## config.mk

```make
export PLATFORM = sky130hd
export DESIGN_NAME = irq_prio_ctrl
export DESIGN_NICKNAME = d
export VERILOG_FILES = /design/src/rtl/ipc_pkg.sv /design/src/rtl/ipc_edge.sv /design/src/rtl/ipc_regs.sv /design/src/rtl/ipc_prio.sv /design/src/rtl/irq_prio_ctrl.sv
export SDC_FILE = /design/constraint.sdc
export NUM_CORES = 1
export LEC_CHECK = 0
export ABC_AREA = 1
export ABC_CLOCK_PERIOD_IN_PS = 5400
export BUFFER_PORTS_ARGS = -buffer_cell sky130_fd_sc_hd__buf_2
export CORE_MARGIN = 1.5
export CORE_UTILIZATION = 31
export CTS_BUF_LIST = sky130_fd_sc_hd__clkbuf_16
export CTS_CLUSTER_SIZE = 28
export DETAILED_ROUTE_END_ITERATION = 8
export PLACE_DENSITY = 0.58
export SYNTH_ARGS = -nofsm -noshare
export SYNTH_HDL_FRONTEND = slang
export SYNTH_SLANG_ARGS = --single-unit
export TNS_END_PERCENT = 10
```

## constraint.sdc

```tcl
create_clock -name clk -period 5.4 [get_ports clk]
set_input_delay 0.81 -clock clk [delete_from_list [all_inputs] [get_ports clk]]
set_output_delay 0.81 -clock clk [all_outputs]
set_load 0.01 [all_outputs]
```

## src/rtl/ipc_pkg.sv

```systemverilog
package ipc_pkg;

  typedef enum logic [3:0] {
    SEL_NONE,
    SEL_GROUP,
    SEL_PEND,
    SEL_FALIAS,
    SEL_CLEAR,
    SEL_STATUS,
    SEL_BCAST,
    SEL_MASK,
    SEL_FORCE,
    SEL_EXT
  } reg_sel_e;

  typedef struct packed {
    reg_sel_e   sel;
    logic [3:0] slot;
  } reg_dec_t;

  // Byte address: [7:6] bank, [5:2] word/slot, [1:0] must be zero.
  function automatic reg_dec_t decode_addr(input logic [7:0] a, input int unsigned ncpu);
    reg_dec_t d;
    d.sel  = SEL_NONE;
    d.slot = a[5:2];
    if (a[1:0] == 2'b00) begin
      case (a[7:6])
        2'b00: begin
          case (a[5:2])
            4'd0:    d.sel = SEL_GROUP;
            4'd1:    d.sel = SEL_PEND;
            4'd2:    d.sel = SEL_FALIAS;
            4'd3:    d.sel = SEL_CLEAR;
            4'd4:    d.sel = SEL_STATUS;
            4'd5:    d.sel = SEL_BCAST;
            default: d.sel = SEL_NONE;
          endcase
        end
        2'b01:   if (32'(a[5:2]) < ncpu) d.sel = SEL_MASK;
        2'b10:   if (32'(a[5:2]) < ncpu) d.sel = SEL_FORCE;
        default: if (32'(a[5:2]) < ncpu) d.sel = SEL_EXT;
      endcase
    end
    return d;
  endfunction

endpackage

```

## src/rtl/ipc_edge.sv

```systemverilog
module ipc_edge #(
  parameter int unsigned LINES = 16
) (
  input  logic             clk,
  input  logic             rst_n,
  input  logic [LINES-1:0] req,
  output logic [LINES-1:0] rise
);
  localparam logic [LINES-1:0] LINE_M = {{(LINES-1){1'b1}}, 1'b0};

  logic [LINES-1:0] req_q;

  always_ff @(posedge clk or negedge rst_n) begin
    if (!rst_n) req_q <= '0;
    else        req_q <= req;
  end

  assign rise = req & ~req_q & LINE_M;
endmodule

```

## src/rtl/ipc_regs.sv

```systemverilog
module ipc_regs
  import ipc_pkg::*;
#(
  parameter int unsigned NCPU  = 4,
  parameter int unsigned LINES = 16
) (
  input  logic                     clk,
  input  logic                     rst_n,
  input  logic                     bus_wr,
  input  logic                     bus_rd,
  input  logic [7:0]               bus_addr,
  input  logic [31:0]              bus_wdata,
  output logic [31:0]              bus_rdata,
  input  logic [LINES-1:0]         rise,
  input  logic                     ack_valid,
  input  logic [$clog2(LINES)-1:0] ack_num,
  output logic [LINES-1:0]         pend_o,
  output logic [LINES-1:0]         frc0_o,
  output logic [LINES-1:0]         msk0_o,
  output logic [LINES-1:0]         grp_o,
  output logic [LINES-1:0]         bcast_o
);
  localparam logic [LINES-1:0] LINE_M = {{(LINES-1){1'b1}}, 1'b0};
  localparam int unsigned CLR_LSB = 16;

  reg_dec_t dec;
  assign dec = decode_addr(bus_addr, NCPU);

  logic wr_group, wr_clear, wr_bcast, wr_alias;
  assign wr_group = bus_wr && (dec.sel == SEL_GROUP);
  assign wr_clear = bus_wr && (dec.sel == SEL_CLEAR);
  assign wr_bcast = bus_wr && (dec.sel == SEL_BCAST);
  assign wr_alias = bus_wr && (dec.sel == SEL_FALIAS);

  logic [LINES-1:0] wd_set, wd_clr;
  assign wd_set = bus_wdata[LINES-1:0] & LINE_M;
  assign wd_clr = bus_wdata[CLR_LSB +: LINES] & LINE_M;

  logic [LINES-1:0] pend_q, grp_q, bcast_q;
  logic [LINES-1:0] msk_q [NCPU];
  logic [LINES-1:0] frc_q [NCPU];
  logic [3:0]       ext_q [NCPU];

  // Removal vector for slot 0 and pending: acknowledge and clear register
  logic [LINES-1:0] ack_vec, clr_vec, set_pend, set_frc;
  assign ack_vec  = ack_valid ? ((LINES'(1) << ack_num) & LINE_M) : '0;
  assign clr_vec  = ack_vec | (wr_clear ? wd_set : '0);
  assign set_pend = rise & ~bcast_q;
  assign set_frc  = rise & bcast_q;

  always_ff @(posedge clk or negedge rst_n) begin
    if (!rst_n) begin
      pend_q  <= '0;
      grp_q   <= '0;
      bcast_q <= '0;
    end else begin
      pend_q <= (pend_q & ~clr_vec) | set_pend;   // new edge wins over removal
      if (wr_group) grp_q   <= wd_set;
      if (wr_bcast) bcast_q <= wd_set;
    end
  end

  for (genvar c = 0; c < NCPU; c++) begin : g_slot
    localparam bit IS0 = (c == 0);
    logic hit_msk, hit_frc, hit_ext;
    logic [LINES-1:0] frc_nxt;

    assign hit_msk = bus_wr && (dec.sel == SEL_MASK)  && (dec.slot == 4'(c));
    assign hit_frc = bus_wr && (dec.sel == SEL_FORCE) && (dec.slot == 4'(c));
    assign hit_ext = bus_wr && (dec.sel == SEL_EXT)   && (dec.slot == 4'(c));

    always_comb begin
      frc_nxt = frc_q[c];
      if (hit_frc)          frc_nxt = (frc_nxt | wd_set) & ~wd_clr;
      if (IS0 && wr_alias)  frc_nxt = wd_set;
      frc_nxt = frc_nxt & ~(IS0 ? clr_vec : '0);
      frc_nxt = frc_nxt | set_frc;
    end

    always_ff @(posedge clk or negedge rst_n) begin
      if (!rst_n) begin
        msk_q[c] <= '0;
        frc_q[c] <= '0;
        ext_q[c] <= '0;
      end else begin
        frc_q[c] <= frc_nxt;
        if (hit_msk) msk_q[c] <= wd_set;
        if (hit_ext) ext_q[c] <= bus_wdata[3:0];
      end
    end
  end

  logic [31:0] rd_val;
  always_comb begin
    rd_val = '0;
    case (dec.sel)
      SEL_GROUP:  rd_val = 32'(grp_q);
      SEL_PEND:   rd_val = 32'(pend_q);
      SEL_FALIAS: rd_val = 32'(frc_q[0]);
      SEL_BCAST:  rd_val = 32'(bcast_q);
      SEL_MASK:   for (int c = 0; c < NCPU; c++) if (dec.slot == 4'(c)) rd_val = 32'(msk_q[c]);
      SEL_FORCE:  for (int c = 0; c < NCPU; c++) if (dec.slot == 4'(c)) rd_val = 32'(frc_q[c]);
      SEL_EXT:    for (int c = 0; c < NCPU; c++) if (dec.slot == 4'(c)) rd_val = 32'(ext_q[c]);
      default:    rd_val = '0;
    endcase
  end

  logic [31:0] rdata_q;
  always_ff @(posedge clk or negedge rst_n) begin
    if (!rst_n)      rdata_q <= '0;
    else if (bus_rd) rdata_q <= rd_val;
  end

  assign bus_rdata = rdata_q;
  assign pend_o    = pend_q;
  assign frc0_o    = frc_q[0];
  assign msk0_o    = msk_q[0];
  assign grp_o     = grp_q;
  assign bcast_o   = bcast_q;
endmodule

```

## src/rtl/ipc_prio.sv

```systemverilog
module ipc_prio #(
  parameter int unsigned LINES = 16
) (
  input  logic [LINES-1:0]         pend,
  input  logic [LINES-1:0]         frc,
  input  logic [LINES-1:0]         msk,
  input  logic [LINES-1:0]         grp,
  output logic [$clog2(LINES)-1:0] level
);
  localparam int unsigned LVL_W = $clog2(LINES);

  logic [LINES-1:0] act, hi, lo, win;
  assign act = (pend | frc) & msk;
  assign hi  = act & grp;
  assign lo  = act & ~grp;
  assign win = (|hi) ? hi : lo;

  always_comb begin
    level = '0;
    for (int i = 1; i < LINES; i++) begin
      if (win[i]) level = LVL_W'(i);
    end
  end
endmodule

```

## src/rtl/irq_prio_ctrl.sv

```systemverilog
module irq_prio_ctrl #(
  parameter int unsigned NCPU  = 4,
  parameter int unsigned LINES = 16
) (
  input  logic        clk,
  input  logic        rst_n,
  input  logic [15:0] irq_req,
  input  logic        ack_valid,
  input  logic [3:0]  ack_num,
  input  logic        bus_wr,
  input  logic        bus_rd,
  input  logic [7:0]  bus_addr,
  input  logic [31:0] bus_wdata,
  output logic [31:0] bus_rdata,
  output logic [3:0]  irq_level
);
  logic [LINES-1:0] rise_vec, pend_q, frc0_q, msk0_q, grp_q, bcast_q;

  ipc_edge #(.LINES(LINES)) u_edge (
    .clk  (clk),
    .rst_n(rst_n),
    .req  (irq_req[LINES-1:0]),
    .rise (rise_vec)
  );

  ipc_regs #(.NCPU(NCPU), .LINES(LINES)) u_regs (
    .clk      (clk),
    .rst_n    (rst_n),
    .bus_wr   (bus_wr),
    .bus_rd   (bus_rd),
    .bus_addr (bus_addr),
    .bus_wdata(bus_wdata),
    .bus_rdata(bus_rdata),
    .rise     (rise_vec),
    .ack_valid(ack_valid),
    .ack_num  (ack_num),
    .pend_o   (pend_q),
    .frc0_o   (frc0_q),
    .msk0_o   (msk0_q),
    .grp_o    (grp_q),
    .bcast_o  (bcast_q)
  );

  ipc_prio #(.LINES(LINES)) u_prio (
    .pend (pend_q),
    .frc  (frc0_q),
    .msk  (msk0_q),
    .grp  (grp_q),
    .level(irq_level)
  );
endmodule

```

==> impl_metrics.json <==
{
  "relSlewSlack_pct": 32.9,
  "yosysUniqueCellTypes": 41,
  "grt_pass1_vias": 9383,
  "start_util_pct": 31.6,
  "ys_seq_area_share_pct": 49.9,
  "p_total_mw": 3.65,
  "die_h_um": 188,
  "num_io_pins": 101,
  "fmax_mhz": 231,
  "gp_congestion": 0.907,
  "die_x_um": 188,
  "routedWlPerCell_um": 19.1,
  "tns_ns": 0,
  "cpMaxStageDelayCell": "nor2_1",
  "cp_max_fo": 9,
  "rsz0062_at_grt": "false",
  "ant_nets": 0,
  "synthSimpleGateAreaFrac_pct": 20.8,
  "fp.dieArea_mm2": 0.0354,
  "path_cells": "inv_1, nand2_1, nand3_1, nand2_1, nor2_1, nand2_1, nor2_1, clkinv_1, a21oi_1, inv_1, nand2_1, nand2_1, nand2_1, nand2_1, nand2_1, nand2_1, nand2_1, nand2_1, nand2_1, buf_2",
  "cts_buffers": 24,
  "synth-seq-cells": 212,
  "status": "completed",
  "hpwl_mm": 25.1,
  "setup.worst_path.end_class": "output pin",
  "finalSetupViolations": 0,
  "dp_cells": 1807,
  "whs_ns": 0.308,
  "start_kind": "flop",
  "avgSynthCellArea_um2": 8.01,
  "layoutNonFillerInstCount": 1851,
  "crit_type": "flop to output pin",
  "detailedPlace.worstSlack_ns": 1.39,
  "htree_levels": 1,
  "synth_compound_gate_area_share_pct": 20.7,
  "root_buffer": "clkbuf_16",
  "ctsHoldBuffers": 0,
  "yosys.area_share.xor_xnor_pct": 0,
  "cap_violations": 0,
  "clkTransAtPathRegs_ns": 0.06,
  "ys_async_sr_fraction_pct": 100,
  "yosys-top-cells-count": "nand2_1 (341), dfrtp_1 (212), o21ai_0 (188)",
  "grt-ovfl-total": 0,
  "track_usage_pct": 20.0,
  "dr_total_vias": 9754,
  "rows": 67,
  "cts_buffer_depth": 3,
  "numPortBuffers": 82,
  "drt_iter0_drc": 909,
  "r2r_start": "u_regs.msk0_o[11]",
  "nFillCells": 3499,
  "clk_latency_ns": 0.53,
  "worstPathArrival_ns": 3.53,
  "routed_wl_mm": 35.4,
  "startpoint": "u_regs.frc0_o[11]",
  "grt_pass1_wl_mm": 54.5,
  "final_max_slew_viol_count": 0,
  "synthMuxAreaShare_pct": 0,
  "worstMarginPinSlew_ns": 1.00,
  "cts.repair.resized": 0,
  "worst_slack_ns": 1.06,
  "crit_top_cell": "nand2_1",
  "viasPerCell": 5.27,
  "synthTopCellsByArea": "dfrtp_1 (50%), nand2_1 (12%), o21ai_0 (8.8%), inv_1 (4.3%), a21oi_1 (3.2%)",
  "coreArea_mm2": 0.0336,
  "antenna_found_initial": 0,
  "synth.cell_area_mm2": 0.0106,
  "synth_edf_count": 0,
  "cellLeakagePower_nw": 5.55,
  "first_pass_iters": 5,
  "hold_violations": 0,
  "period_share_pct": 80.3,
  "powerDensity_mw_per_mm2": 302,
  "synthFlopType": "dfrtp_1",
  "drive_gt1_share_pct": 10.5,
  "postCtsSetupBuffers": 0,
  "diodes": 0,
  "clkSinkCount": 212,
  "post-synth-top-count-cell": "nand2_1",
  "layout.nets": 1450,
  "synth_fa_ha_area_share_pct": 0,
  "syn_inst": 1328,
  "hp-class": "input port to async pin",
  "synth_warnings": 0,
  "route.detailed.drc": 0,
  "synth_top_area_cell": "dfrtp_1",
  "period_minus_slack_ns": 4.34,
  "finalClockSkew_ns": 0.0108,
  "syn2layout_area_growth_pct": 13.5,
  "synth_top_area_share_pct": 49.9,
  "synth_top_family_by_area": "simple AND/OR/NAND/NOR gates",
  "critical-path-max-stage-delay_ns": 0.47,
  "critical_path_required_ns": 4.59,
  "ir_drop_v": 0.000240,
  "grt_max_degree": 109,
  "tritoncts": "done"
}
worst max-delay path: cells and delay by family, from the launching register on:
kind / cells / cell delay (ns)
AND/OR/NAND/NOR: 15 / 1.52
flip-flops: 1 / 0.38
buffers and inverters: 4 / 0.74
AO/OA/AOI/OAI: 1 / 0.36
report_power, final:
group	switching, mW	internal, mW	total (mW)
sequential	0.0645	1.69	1.76
clock	0.665	0.879	1.54
combinational	0.246	0.101	0.348
total	0.976	2.67	3.65
cells by family after synthesis:
| group | Yosys count |
|---|---|
| AOI/OAI and AO/OA | 392 |
| buffers and inverters | 207 |
| DFF | 212 |
| other | 1 |
| and+or+nand+nor | 516 |
placed cells by master (no fill, tap or decap), types with 10 or more instances in the layout:
cell	netlist	routed
a21oi_1	68	68
a22oi_1	14	14
a31oi_1	15	15
buf_2	18	81
buf_4	21	11
clkbuf_16	0	25
clkinv_1	4	10
conb_1	1	16
dfrtp_1	212	212
inv_1	123	129
nand2_1	341	341
nand3_1	50	50
nand4_1	18	18
nor2_1	34	32
nor3_1	51	51
o21ai_0	188	188
o21ai_1	29	29
o22ai_1	39	39
routing by layer:
metal | part of all wire (%) | GRT usage (%) | routed length [um]
met3 | 7.9 | 3.65 | 2800
met5 | 0 | 0 | 0
met4 | 3.2 | 7.17 | 1140
met1 | 44 | 27.5 | 15400
met2 | 45 | 31.4 | 16000
stage by stage:
stage / instance area [um^2] / util [%]
after floorplan: 10700 / -
after detailed placement: 11300 / 33.7
after global routing: 12100 / 35.9
final: 12100 / 35.9
after CTS: 12100 / 35.9
after global placement: 11300 / 33.7
registers in the layout, indices dropped and copies added (netlist names):
signal and flops:
u_regs.ext_q 16, u_regs.msk_q 45, u_regs.bus_rdata 16, u_regs.frc_q 45
u_edge.req_q 15, u_regs.msk0_o 15, u_regs.bcast_o 15, u_regs.pend_o 15
u_regs.frc0_o 15, u_regs.grp_o 15
path summary, 6_finish.rpt:
check / to / slack (ns) / cells past startpoint
min in group clk: u_edge.req_q[13] / 0.42 / 1
worst max register to register: u_regs.bus_rdata[11] / 3.44 / 6
worst max-delay path: irq_level[0] / 1.06 / 20
worst min-delay path: u_regs.ext_q[6] / 0.31 / 1
worst min register to register: u_regs.bus_rdata[0] / 0.48 / 2
max in group asynchronous: u_regs.msk0_o[14] / 3.74 / 2
layout make-up:
class | count | area (um^2) | share of cell area, %
clock buffers | 25 | 626 | 5.18
clock inverters | 19 | 105 | 0.870
flip-flops and latches | 212 | 5310 | 43.9
repair buffers | 93 | 503 | 4.17
well taps | 448 | 561 | 4.64
inverters | 130 | 490 | 4.06
multi-input cells | 924 | 4480 | 37.1
Power figures use the tool's default switching activity.
